[config.mk]
export PLATFORM = sky130hd
export DESIGN_NAME = hdlc_status_reg
export DESIGN_NICKNAME = d
export VERILOG_FILES = /design/src/rtl/hsr_pkg.sv /design/src/rtl/zero_run_mon.sv /design/src/rtl/sticky_events.sv /design/src/rtl/fifo_level_flags.sv /design/src/rtl/hdlc_status_reg.sv
export SDC_FILE = /design/constraint.sdc
export NUM_CORES = 1
export LEC_CHECK = 0
export BUFFER_PORTS_ARGS = -buffer_cell sky130_fd_sc_hd__buf_2
export CAP_MARGIN = 25
export CORE_MARGIN = 10
export CORE_UTILIZATION = 50
export DETAILED_ROUTE_END_ITERATION = 10
export PLACE_DENSITY = 0.8
export SYNTH_ARGS = -nofsm -noshare
export SYNTH_HDL_FRONTEND = slang
export SYNTH_SLANG_ARGS = --single-unit
export TNS_END_PERCENT = 50
[constraint.sdc]
create_clock -name clk_i -period 2.7 [get_ports clk_i]
set_clock_uncertainty 0.2 [all_clocks]
set_input_delay 0.405 -clock clk_i [delete_from_list [all_inputs] [get_ports clk_i]]
set_output_delay 0.405 -clock clk_i [all_outputs]
set_load 0.03 [all_outputs]
[src/rtl/hsr_pkg.sv]
package hsr_pkg;
  localparam int BIT_LOSS     = 7;
  localparam int BIT_RX_END   = 6;
  localparam int BIT_RX_START = 5;
  localparam int BIT_RX_HALF  = 4;
  localparam int BIT_RX_AVAIL = 3;
  localparam int BIT_TX_HALF  = 2;
  localparam int BIT_TX_ROOM  = 1;
  localparam int BIT_TX_DONE  = 0;
  localparam int NUM_STICKY   = 3;
  // sticky vector index order
  localparam int STK_TX_DONE  = 0;
  localparam int STK_RX_START = 1;
  localparam int STK_RX_END   = 2;
endpackage

[src/rtl/zero_run_mon.sv]
module zero_run_mon #(
  parameter int SHORT_RUN = 255,
  parameter int LONG_RUN  = 2048,
  localparam int CW = $clog2(LONG_RUN + 1)
) (
  input  logic clk_i,
  input  logic rst_ni,
  input  logic long_sel_i,
  input  logic bit_en_i,
  input  logic pos_i,
  input  logic neg_i,
  output logic loss_o
);
  logic [CW-1:0] cnt_q;
  logic [CW-1:0] thr;

  assign thr = long_sel_i ? CW'(LONG_RUN) : CW'(SHORT_RUN);

  always_ff @(posedge clk_i or negedge rst_ni) begin
    if (!rst_ni) begin
      cnt_q <= '0;
    end else if (bit_en_i) begin
      if (pos_i || neg_i) cnt_q <= '0;
      else if (cnt_q < thr) cnt_q <= cnt_q + 1'b1;
    end
  end

  assign loss_o = (cnt_q >= thr);
endmodule

[src/rtl/sticky_events.sv]
module sticky_events #(
  parameter int N = 3
) (
  input  logic         clk_i,
  input  logic         rst_ni,
  input  logic [N-1:0] ev_i,
  input  logic         clr_i,
  output logic [N-1:0] q_o
);
  for (genvar i = 0; i < N; i++) begin : g_bit
    always_ff @(posedge clk_i or negedge rst_ni) begin
      if (!rst_ni) q_o[i] <= 1'b0;
      else         q_o[i] <= ev_i[i] | (q_o[i] & ~clr_i);  // event wins over clear
    end
  end
endmodule

[src/rtl/fifo_level_flags.sv]
module fifo_level_flags #(
  parameter int DEPTH = 64,
  localparam int FW = $clog2(DEPTH + 1),
  localparam int HALF = DEPTH / 2
) (
  input  logic [FW-1:0] rx_fill_i,
  input  logic [FW-1:0] tx_fill_i,
  output logic          rx_half_o,
  output logic          rx_avail_o,
  output logic          tx_half_o,
  output logic          tx_room_o
);
  assign rx_half_o  = rx_fill_i > FW'(HALF);
  assign rx_avail_o = rx_fill_i != '0;
  assign tx_half_o  = tx_fill_i < FW'(HALF);
  assign tx_room_o  = tx_fill_i < FW'(DEPTH);
endmodule

[src/rtl/hdlc_status_reg.sv]
module hdlc_status_reg #(
  parameter int DEPTH     = 64,
  parameter int SHORT_RUN = 255,
  parameter int LONG_RUN  = 2048,
  localparam int FW = $clog2(DEPTH + 1)
) (
  input  logic          clk_i,
  input  logic          rst_ni,
  input  logic          long_run_sel_i,
  input  logic          bit_en_i,
  input  logic          rail_pos_i,
  input  logic          rail_neg_i,
  input  logic          rx_good_end_i,
  input  logic          rx_crc_err_i,
  input  logic          rx_overrun_i,
  input  logic          rx_abort_i,
  input  logic          rx_open_flag_i,
  input  logic          tx_msg_done_i,
  input  logic [FW-1:0] rx_fill_i,
  input  logic [FW-1:0] tx_fill_i,
  input  logic          rd_en_i,
  output logic [7:0]    status_o
);
  import hsr_pkg::*;

  logic                  loss;
  logic                  rx_half, rx_avail, tx_half, tx_room;
  logic [NUM_STICKY-1:0] ev, stk;

  zero_run_mon #(.SHORT_RUN(SHORT_RUN), .LONG_RUN(LONG_RUN)) u_zrun (
    .clk_i, .rst_ni,
    .long_sel_i(long_run_sel_i),
    .bit_en_i,
    .pos_i(rail_pos_i),
    .neg_i(rail_neg_i),
    .loss_o(loss)
  );

  always_comb begin
    ev               = '0;
    ev[STK_RX_END]   = rx_good_end_i | rx_crc_err_i | rx_overrun_i | rx_abort_i;
    ev[STK_RX_START] = rx_open_flag_i;
    ev[STK_TX_DONE]  = tx_msg_done_i;
  end

  sticky_events #(.N(NUM_STICKY)) u_stk (
    .clk_i, .rst_ni,
    .ev_i(ev),
    .clr_i(rd_en_i),
    .q_o(stk)
  );

  fifo_level_flags #(.DEPTH(DEPTH)) u_lvl (
    .rx_fill_i, .tx_fill_i,
    .rx_half_o(rx_half),
    .rx_avail_o(rx_avail),
    .tx_half_o(tx_half),
    .tx_room_o(tx_room)
  );

  always_comb begin
    status_o               = '0;
    status_o[BIT_LOSS]     = loss;
    status_o[BIT_RX_END]   = stk[STK_RX_END];
    status_o[BIT_RX_START] = stk[STK_RX_START];
    status_o[BIT_RX_HALF]  = rx_half;
    status_o[BIT_RX_AVAIL] = rx_avail;
    status_o[BIT_TX_HALF]  = tx_half;
    status_o[BIT_TX_ROOM]  = tx_room;
    status_o[BIT_TX_DONE]  = stk[STK_TX_DONE];
  end
endmodule

; ---- Yosys cells after proc, flatten, opt, wreduce, memory -nomap -nowiden
; Index checks and enable logic that the tools add are counted.
[classes]
addsub = 1
order_cmp = 5
mux = 3
bitwise = 10
n_reduce_logical = 4
[op_table]
columns = cell, n
row1 = $mux 12, 3
row2 = $add 12x1->12 const B, 1
row3 = $ge 12x12->1, 1
row4 = $lt 12x12->1, 1
row5 = $gt 7x6->1 const B, 1
row6 = $lt 7x6->1 const B, 1
row7 = $lt 7x7->1 const B, 1
row8 = $reduce_bool 7->1, 1
row9 = $or 1x1->1, 6
row10 = $and 1x1->1, 3
row11 = $reduce_and 2->1, 1
row12 = $reduce_bool 2->1, 1
row13 = $logic_or 1x1->1, 1
row14 = $not 1->1, 1
[totals]
regBits = 15
in_bits = 27
elab_cells = 27

; ---- Longest topological paths before layout
; Gate-level depths: netlist (run 1).
[depth]
ltp_word = 4
depth_mapped = 8
depth_no_buf = 7

; ---- By module
; From an unflattened synthesis (run 1), not the netlist that was laid out.
[hier_totals]
cells_unflattened = 141
area_unflattened_um2 = 1228.7
[modules_own_cells]
columns = mod, instances, cells_per_inst, area_each_um2
row1 = zero_run_mon, 1, 121, 1042.2
row2 = sticky_events, 1, 7, 101.3
row3 = hdlc_status_reg, 1, 6, 45.0
row4 = fifo_level_flags, 1, 7, 40.0

; ---- Worst setup path after synthesis (run 1)
; OpenSTA, ideal clock, no wires.
[synth_path]
kind = flip-flop to output port
from = reg u_zrun.cnt_q[4]
to = out status_o[7]
arrival_time_ps = 1843
required_ps = 2095
setup_slack_ps = 252
path_stages_with_launch = 6
path_buffers = 1
cell_sequence = dfrtp_1 > ha_1 > or4b_4 > or3_2 > nand3_1 > buf_4
[synth_between]
elab_chain_len = 1
[synth_rtl]
columns = element, line
row1 = "start, declared", zero_run_mon.sv:14  ; logic [CW-1:0] cnt_q;
row2 = "start signal, assigned", zero_run_mon.sv:24  ; else if (cnt_q < thr) cnt_q <= cnt_q + 1'b1;
row3 = $ge 12x12->1, zero_run_mon.sv:28  ; assign loss_o = (cnt_q >= thr);
row4 = "end, declared", hdlc_status_reg.sv:22  ; output logic [7:0] status_o
; Every way passes these cells.

; ---- Worst setup path in the final report (run 1)
; Same ends and word-level chain as after synthesis.

==> results.toml, run 1 <==
[timing]
fin_tns_setup_ns = 0
fin_crit_sh = 0.9707
grt_setup_unrepaired = "false"
tightest_slew_ns = 0.7636
drv_slew = 0
finalHoldViolations = 0
maxSlewHeadroom = 0.4890
setup_viol = 0
min_period_ns = 2.621
max_freq_ghz = 0.3816
hold_slack_ns = 0.08888

[global_routing]
grt_usage = 0.1347
grt_pass1_wl_um = 5740
antenna_found_initial = 0
grt_max_degree = 16
overflow = 0
grt_pass1_vias = 1301

[synthesis]
synthesis.area_um2 = 1245
yosys.area.top_type = "dfrtp_1"
synth_compound_area_frac = 0.2181
postSynthCellCount = 144
synth.yosys.seq_area_share = 0.3015
synth_edf_count = 0
synthSimpleGateAreaFrac = 0.2915
synth.distinct_cells = 46
synth_adder_area_share = 0.1005
yosys-top-cells-area = "dfrtp_1 30%, ha_1 10%, nand2_1 5.1%, nand3_1 4.0%, nor2_1 3.3%"
ys_warn_count = 0
async_flop_share = 1.000
synth-seq-cells = 15
synth_top_family_by_area = "simple AND/OR/NAND/NOR gates"
synth.net_count = 181
syn_avg_cell_area_um2 = 8.645
synth-xor-area-share = 0
synth_top_cell_area_share = 0.3015
synthMuxAreaShare = 0
synth_top_flop_cell = "dfrtp_1"

[placement]
dp.cells = 201
io_buffers = 29
hpwl_um = 2585
gp_congestion = 0.9041

[critical_path]
slowest_stage = "or4b_4"
arrival_ns = 2.02
rrSetupSlack_ns = 0.20
cp-end-kind = "primary output"
r2r_start = "u_zrun.cnt_q[1]$_DFFE_PN0P_"
start_kind = "register"
path_max_fanout = 2
crit_path_max_incr_delay_ns = 0.47
timing.rr.end = "u_zrun.cnt_q[5]$_DFFE_PN0P_"
crit_chain = "ha_1, or4b_4, a22oi_2, o21ai_1, nand3_2, buf_6"
required_ns = 2.10
crit_type = "reg -> out"
reg2reg_depth = 6

[power]
p_clk_frac = 0.274
combPwrFrac = 0.220
switching_power_w = 0.0001568
p_int_w = 0.0003397
power.density_nw_per_um2 = 339.2
p_seq_frac = 0.506
sw_frac_of_total = 0.3158
vdd_ir_drop_max_mv = 0.2604
leakagePower_nw = 0.7041
power_w = 0.0004965

[layout]
nets = 215
utilization = 0.6019
area_growth_syn_to_layout_pct = 17.59
antennaDiodeCount = 0
stdcell_count = 207
layout-drive-gt1-share = 0.3051

[floorplanning]
num_rows = 18
core_area_um2 = 2432
die_area_um2 = 4886
start_util = 0.5118
io_pins = 35
die_x_um = 69.90
dieHeight_um = 69.90

[status]
status = "finished, final reports clean"

[clock_network]
cts_sinks = 15
clk_pin_slew_worst_paths_ns = 0.10
root_buffer = "clkbuf_4"
tritoncts = "built"
cts_buffers = 3
htree_levels = 1
clk_latency_ns = 0.29
clockBufferDepth = 2

[route]
route.vias.total = 1268
wl_per_cell_um = 16.01
dr.pass1.iters = 4
drt_iter0_markers = 55
viasPerCell = 6.126
route.detailed.drc = 0
routed_wirelength_um = 3315
drtAntennaViolNets = 0

[min_path]
hold_depth = 2
hold_class = "in -> reg"
hold_end = "u_stk.q_o[1]$_DFF_PN0_"
min-delay-start = "rx_open_flag_i"

[run]
drv_cap = 0
==> cells in the final DEF (no fill, tap or decap), drive strengths merged, types with 2 or more instances in the layout <==
master | synthesis | layout
ha | 10 | 10
nor2 | 11 | 11
a211o | 2 | 2
dfrtp | 15 | 15
inv | 8 | 8
nand3 | 10 | 10
buf | 7 | 37
clkbuf | 2 | 3
o311ai | 3 | 3
nor2b | 2 | 2
o211ai | 3 | 3
nand4 | 3 | 3
o21ai | 7 | 7
a21oi | 2 | 2
or3 | 2 | 2
nor3 | 5 | 5
nor4 | 6 | 6
nand4b | 2 | 2
o21a | 3 | 3
or2 | 3 | 3
nand2 | 17 | 17
clkinv | 1 | 2
a32oi | 2 | 2
a21o | 2 | 2
or4 | 2 | 2
==> synthesized netlist by cell type (3+ instances only) <==
master	instances
nor2_1	11
or2_2	3
o311ai_0	3
nor4_1	6
buf_4	5
nand3_1	10
ha_1	10
o21ai_0	5
o211ai_1	3
nand2_1	17
nor3_1	4
inv_1	8
dfrtp_1	15
nand4_1	3
==> kinds of logic (layout without fill, tap and decap cells) <==
group | count (synthesis) | in the layout
buf+inv | 18 | 51
simple gates | 68 | 68
flops | 15 | 15
fa+ha+maj | 10 | 10
compound gates | 33 | 33
==> final cells by class <==
cell class	instances	area, um2
Fill cell	228	968.4
Sequential cell	15	375.4
Clock buffer	3	22.52
Tap cell	30	37.54
Timing Repair Buffer	38	221.5
Multi-Input combinational cell	111	768.2
Inverter	9	33.78
Clock inverter	1	5.005
==> power by group through the flow <==
| stage | combinational, W | clock [W] | sequential [W] |
|---|---|---|---|
| 2_1_floorplan | 0.0000659 | 0 | 0.000257 |
| 3_3_place_gp | 0.000102 | 0 | 0.000255 |
| 3_5_place_dp | 0.000108 | 0 | 0.000255 |
| 4_1_cts | 0.000110 | 0.000136 | 0.000251 |
| 5_1_grt | 0.000128 | 0.000149 | 0.000254 |
| 6_report | 0.000109 | 0.000136 | 0.000251 |
==> metal layers <==
layer | global-route usage | up-vias | part of all wire
met3 | 0.03531 | 10 | 0.057
met2 | 0.2477 | 47 | 0.55
met1 | 0.1385 | 607 | 0.37
met4 | 0.05921 | 0 | 0.024
li1 | - | 604 | -
met5 | 0 | - | 0
==> through the flow <==
step	cell area [um2]	worst slack, ns
global route	1464	0.003664
detailed placement	1404	0.04520
floorplan	1245	0.2524
global placement	1404	0.06491
finish	1464	0.07921
CTS	1456	0.03124
==> timing repair <==
action                                 in CTS  in global routing
gates cloned                                0                  0
hold buffers                                1                  0
pin swaps                                   0                  3
buffers inserted                            0                  1
resized for setup                           4                  0
setup endpoints to repair                   1                  1
endpoints found under the hold margin      15                  0
==> critical path: cells and delay by family, from the launching register on <==
kind / cells / cell delay, ns
adder cells (fa/ha/maj): 1 / 0.29
flip-flops: 1 / 0.42
AO/OA/AOI/OAI: 2 / 0.34
AND/OR/NAND/NOR: 2 / 0.55
buffers and inverters: 1 / 0.13
==> how the worst max path moves through the flow <==
stage | start | end | slack (ns) | cells after the start
after floorplan | u_zrun.cnt_q[4]$_DFFE_PN0P_ | status_o[7] | 0.25 | 5
after global placement | long_run_sel_i | status_o[7] | 0.06 | 6
after detailed placement | long_run_sel_i | status_o[7] | 0.05 | 6
after CTS | u_zrun.cnt_q[4]$_DFFE_PN0P_ | status_o[7] | 0.03 | 5
after global routing | u_zrun.cnt_q[4]$_DFFE_PN0P_ | status_o[7] | 0.004 | 6
final | u_zrun.cnt_q[4]$_DFFE_PN0P_ | status_o[7] | 0.08 | 6
==> sequential cells by signal, indices dropped and copies added (netlist names) <==
signal	count
u_stk.q_o	3
u_zrun.cnt_q	12
Power figures use the tool's default switching activity.
==> run 2, diff against run 1 <==
Settings changed: ABC_CLOCK_PERIOD_IN_PS set to 2700, CORE_ASPECT_RATIO set to 1.25.
==> run 2 against run 1 <==
- non-clock buffer count is 1 lower
- highest routed layer unchanged
- sequential power hardly changed
- largest cell class unchanged
- fmax is 0.76% lower
- count of clock-buffer cells in the layout stayed put
- via count is 1.7% higher
- clock power hardly changed
- final area stayed put
- first-iteration DRC count is 15% lower
- combinational power is 7% higher
- global-route usage is 0.11 points higher
- critical path type unchanged
- routed wire length is 1.2% higher
==> results.toml, run 2 (same netlist as run 1, synthesis figures left out) <==
[critical_path]
rrSetupSlack_ns = 0.19
arrival_ns = 2.04
start_kind = "register"
path_max_fanout = 2
required_ns = 2.10
crit_type = "reg -> out"
cp-end-kind = "primary output"

[global_routing]
grt_max_degree = 16
grt_usage = 0.1358
grt_pass1_wl_um = 5499
antenna_found_initial = 0
overflow = 0
grt_pass1_vias = 1325

[route]
drt_iter0_markers = 47
routed_wirelength_um = 3356
drtAntennaViolNets = 0
wl_per_cell_um = 16.06
route.vias.total = 1290
route.detailed.drc = 0
dr.pass1.iters = 4
viasPerCell = 6.172

[floorplanning]
io_pins = 35
dieHeight_um = 75.79
start_util = 0.5182
num_rows = 20
die_area_um2 = 4898
core_area_um2 = 2402
die_x_um = 64.63

[timing]
drv_slew = 0
grt_setup_unrepaired = "false"
setup_viol = 0
fin_tns_setup_ns = 0
hold_slack_ns = 0.07262
finalHoldViolations = 0
maxSlewHeadroom = 0.4920
max_freq_ghz = 0.3787
fin_crit_sh = 0.9781
tightest_slew_ns = 0.7593
min_period_ns = 2.641

[min_path]
hold_class = "in -> reg"

[power]
power_w = 0.0005022
p_int_w = 0.0003434
leakagePower_nw = 0.6987
vdd_ir_drop_max_mv = 0.3226
combPwrFrac = 0.233
power.density_nw_per_um2 = 343.1
sw_frac_of_total = 0.3164
switching_power_w = 0.0001589
p_clk_frac = 0.269
p_seq_frac = 0.497

[clock_network]
tritoncts = "built"
cts_sinks = 15
clk_pin_slew_worst_paths_ns = 0.09
root_buffer = "clkbuf_4"
cts_setup_buffers = 0
clockBufferDepth = 2
htree_levels = 1
clk_latency_ns = 0.30
cts_buffers = 3

[layout]
antennaDiodeCount = 0
largest_reg_flops = 12
utilization = 0.6094
layout-drive-gt1-share = 0.3068
top_regs = "u_zrun.cnt_q: 12 flops, u_stk.q_o: 3 flops"
top_register = "u_zrun.cnt_q"
final_cell_mix = "28 x buf_2, 17 x nand2_1, 15 x dfrtp_1, 11 x nor2_1, 10 x ha_1"
area_growth_syn_to_layout_pct = 17.59
nets = 214
layout.cells.most_common = "buf_2"

[placement]
io_buffers = 29
gp_congestion = 0.8845
hpwl_um = 2569

[run]
drv_cap = 0

[status]
status = "finished, final reports clean"
## run 2: what timing repair did
item | in CTS | in global routing
setup endpoints to repair | 1 | 1
hold buffers | 1 | 0
cloned | 0 | 0
gates resized for setup | 4 | 1
endpoints found under the hold margin | 15 | 0
## run 2: final timing paths
path / startpoint / end / depth (start not counted)
min in group asynchronous: rst_ni / u_zrun.cnt_q[9]$_DFFE_PN0P_ / 2
min: rx_open_flag_i / u_stk.q_o[1]$_DFF_PN0_ / 2
max reg2reg: u_zrun.cnt_q[3]$_DFFE_PN0P_ / u_zrun.cnt_q[5]$_DFFE_PN0P_ / 6
max: u_zrun.cnt_q[4]$_DFFE_PN0P_ / status_o[7] / 5
max in group asynchronous: rst_ni / u_zrun.cnt_q[4]$_DFFE_PN0P_ / 2
min reg2reg: u_stk.q_o[1]$_DFF_PN0_ / u_stk.q_o[1]$_DFF_PN0_ / 1
## run 2: metal layers
metal | wire length, um | GRT usage | vias up
met5 | 0 | 0 | -
met1 | 1215 | 0.1413 | 626
li1 | - | - | 605
met4 | 93 | 0.07619 | 0
met3 | 124 | 0.02206 | 13
met2 | 1923 | 0.2544 | 46
## run 2: worst max-delay path, cell delays in order, from the launching register on
cell and delay [ns]:
dfrtp_1 0.40, ha_1 0.27, or4b_4 0.46, or3_4 0.40, nand3_2 0.08, buf_6 0.13
## run 2: per-stage QoR
stage / instances / cell area, um2 / setup slack, ns
floorplan: 144 / 1245 / 0.2524
global placement: 204 / 1408 / 0.07171
detailed placement: 204 / 1408 / 0.06102
global route: 209 / 1464 / 0.006245
finish: 209 / 1464 / 0.05905
CTS: 209 / 1460 / 0.07015
## run 2: power groups by stage
stage | combinational [W] | sequential [W] | clock, W
global route | 0.000131 | 0.000252 | 0.000144
detailed placement | 0.000115 | 0.000253 | 0
global placement | 0.000109 | 0.000253 | 0
CTS | 0.000117 | 0.000249 | 0.000134
floorplan | 0.0000659 | 0.000257 | 0
finish | 0.000117 | 0.000250 | 0.000135
## run 2: layout make-up
cell class,count,area (um2)
Timing Repair Buffer,37,214.0
Fill cell,227,938.4
Multi-Input combinational cell,111,772.0
Clock buffer,3,22.52
Sequential cell,15,375.4
Clock inverter,1,5.005
Tap cell,33,41.29
Inverter,9,33.78
==> run 3, diff against run 2 <==
==> constraint.sdc (replaced) <==
create_clock -name clk_i -period 2.7 [get_ports clk_i]
set_clock_uncertainty 0.2 [all_clocks]
set_input_delay 0.135 -clock clk_i [delete_from_list [all_inputs] [get_ports clk_i]]
set_output_delay 0.135 -clock clk_i [all_outputs]
set_load 0.03 [all_outputs]
==> run 3 against run 2 <==
- critical path depth unchanged
- power increased by 0.80%
- global-route usage increased by 0.37 points
- die area unchanged
- final area increased by 0.60%
- clock power about the same
- worst hold slack got worse by 0.055 ns
- flip-flop and latch count unchanged
- routed wire length decreased by 1.0%
- critical endpoint unchanged
- highest routed layer unchanged
==> results.toml, run 3 (same netlist as run 1, synthesis figures left out) <==
[clock_network]
tritoncts = "built"
clockBufferDepth = 2
cts_buffers = 3
htree_levels = 1
clk_pin_slew_worst_paths_ns = 0.09
cts_sinks = 15
clk_latency_ns = 0.30
root_buffer = "clkbuf_4"

[power]
vdd_ir_drop_max_mv = 0.3467
leakagePower_nw = 0.6848
power.density_nw_per_um2 = 343.8

[timing]
min_period_ns = 2.607
grt_setup_unrepaired = "false"
finalHoldViolations = 0
fin_tns_setup_ns = 0
maxSlewHeadroom = 0.4759
hold_slack_ns = 0.01719
fin_crit_sh = 0.9656
drv_slew = 0
max_freq_ghz = 0.3836
setup_viol = 0
tightest_slew_ns = 0.7833

[layout]
layout.cells.most_common = "buf_2"
top_regs = "u_zrun.cnt_q: 12 flops, u_stk.q_o: 3 flops"
final_cell_mix = "29 x buf_2, 17 x nand2_1, 14 x dfrtp_1, 11 x nor2_1"
largest_reg_flops = 12
antennaDiodeCount = 0
layout-drive-gt1-share = 0.2768
nets = 215
nFillCells = 220
multiInputGateArea_um2 = 763.2
area_growth_syn_to_layout_pct = 18.29
utilization = 0.6130
regArea_um2 = 376.6
top_register = "u_zrun.cnt_q"

[critical_path]
path_max_fanout = 7
slowest_stage = "or3_2"
arrival_ns = 2.27
required_ns = 2.37
crit_chain = "ha_1, or4b_4, or3_2, nand3_1, buf_2"
cp-end-kind = "primary output"
crit_path_max_incr_delay_ns = 0.48
crit_type = "reg -> out"
start_kind = "register"

[global_routing]
grt_max_degree = 17
grt_usage = 0.1395
antenna_found_initial = 0
overflow = 0
grt_pass1_vias = 1252
grt_pass1_wl_um = 5464

[floorplanning]
num_rows = 20
die_area_um2 = 4898
core_area_um2 = 2402
start_util = 0.5182
dieHeight_um = 75.79
die_x_um = 64.63
io_pins = 35

[status]
status = "finished, final reports clean"

[placement]
hpwl_um = 2442
gp_congestion = 0.8593
io_buffers = 29

[route]
route.detailed.drc = 0
viasPerCell = 5.948
wl_per_cell_um = 15.82
dr.pass1.iters = 4
routed_wirelength_um = 3322
drtAntennaViolNets = 0
route.vias.total = 1249
drt_iter0_markers = 66

[min_path]
hold_class = "in -> reg"

[run]
drv_cap = 0
## run 3: cell types whose count changed in the layout (fill, tap and decap cells not counted), sizes merged
cell and change:
dlygate4sd3 +6, buf -5
## run 3: what timing repair did
action / CTS / global route
endpoints found under the hold margin: 18 / 0
setup buffers: 0 / 0
hold buffers: 7 / 0
resized for setup: 0 / 2
endpoints found under the setup margin: 0 / 1
## run 3: final cells by class
class | count | share of cell area
well taps | 33 | 0.02804
clock inverters | 1 | 0.003398
repair buffers | 38 | 0.1563
multi-input cells | 111 | 0.5183
inverters | 9 | 0.02294
flip-flops and latches | 15 | 0.2557
clock buffers | 3 | 0.01529
## run 3: layer usage
layer | vias to the layer above | track usage | part of all wire
li1 | 606 | - | -
met4 | 0 | 0.06190 | 0.014
met3 | 7 | 0.02500 | 0.036
met2 | 28 | 0.2774 | 0.59
met1 | 608 | 0.1373 | 0.36
met5 | - | 0 | 0
## run 3: where the power goes
part	internal (W)	total, W	switching [W]
clock network	0.0000553	0.000136	0.0000809
registers	0.000236	0.000251	0.0000146
logic	0.0000543	0.000119	0.0000648
## run 3: path summary, 6_finish.rpt
path                                               from                      endpoint  slack [ns]  cells after the start
setup / recovery            u_zrun.cnt_q[4]$_DFFE_PN0P_                   status_o[7]        0.09                      5
hold / removal                                 bit_en_i   u_zrun.cnt_q[5]$_DFFE_PN0P_        0.02                      3
setup reg to reg            u_zrun.cnt_q[1]$_DFFE_PN0P_   u_zrun.cnt_q[5]$_DFFE_PN0P_        0.13                      6
hold reg to reg            u_zrun.cnt_q[11]$_DFFE_PN0P_  u_zrun.cnt_q[11]$_DFFE_PN0P_        0.39                      2
max in group asynchronous                        rst_ni   u_zrun.cnt_q[4]$_DFFE_PN0P_        1.97                      2
min in group asynchronous                        rst_ni  u_zrun.cnt_q[10]$_DFFE_PN0P_        0.06                      2
## run 3: critical path, delay by kind of cell (launching register included)
kind                     cells  cell delay [ns]
adder cells (fa/ha/maj)      1             0.28
buffers and inverters        1             0.20
flip-flops                   1             0.47
AND/OR/NAND/NOR              3             1.03
## run 3: per-stage QoR
| step | power [W] | setup slack [ns] | instance area [um2] | cells |
|---|---|---|---|---|
| 2_1_floorplan | 0.0003225 | 0.2890 | 1245 | 144 |
| 3_3_place_gp | 0.0003557 | 0.1823 | 1370 | 199 |
| 3_5_place_dp | 0.0003658 | 0.1644 | 1370 | 199 |
| 4_1_cts | 0.0005079 | 0.003671 | 1468 | 210 |
| 5_1_grt | 0.0005420 | 0.01352 | 1473 | 210 |
| 6_report | 0.0005063 | 0.09282 | 1473 | 210 |
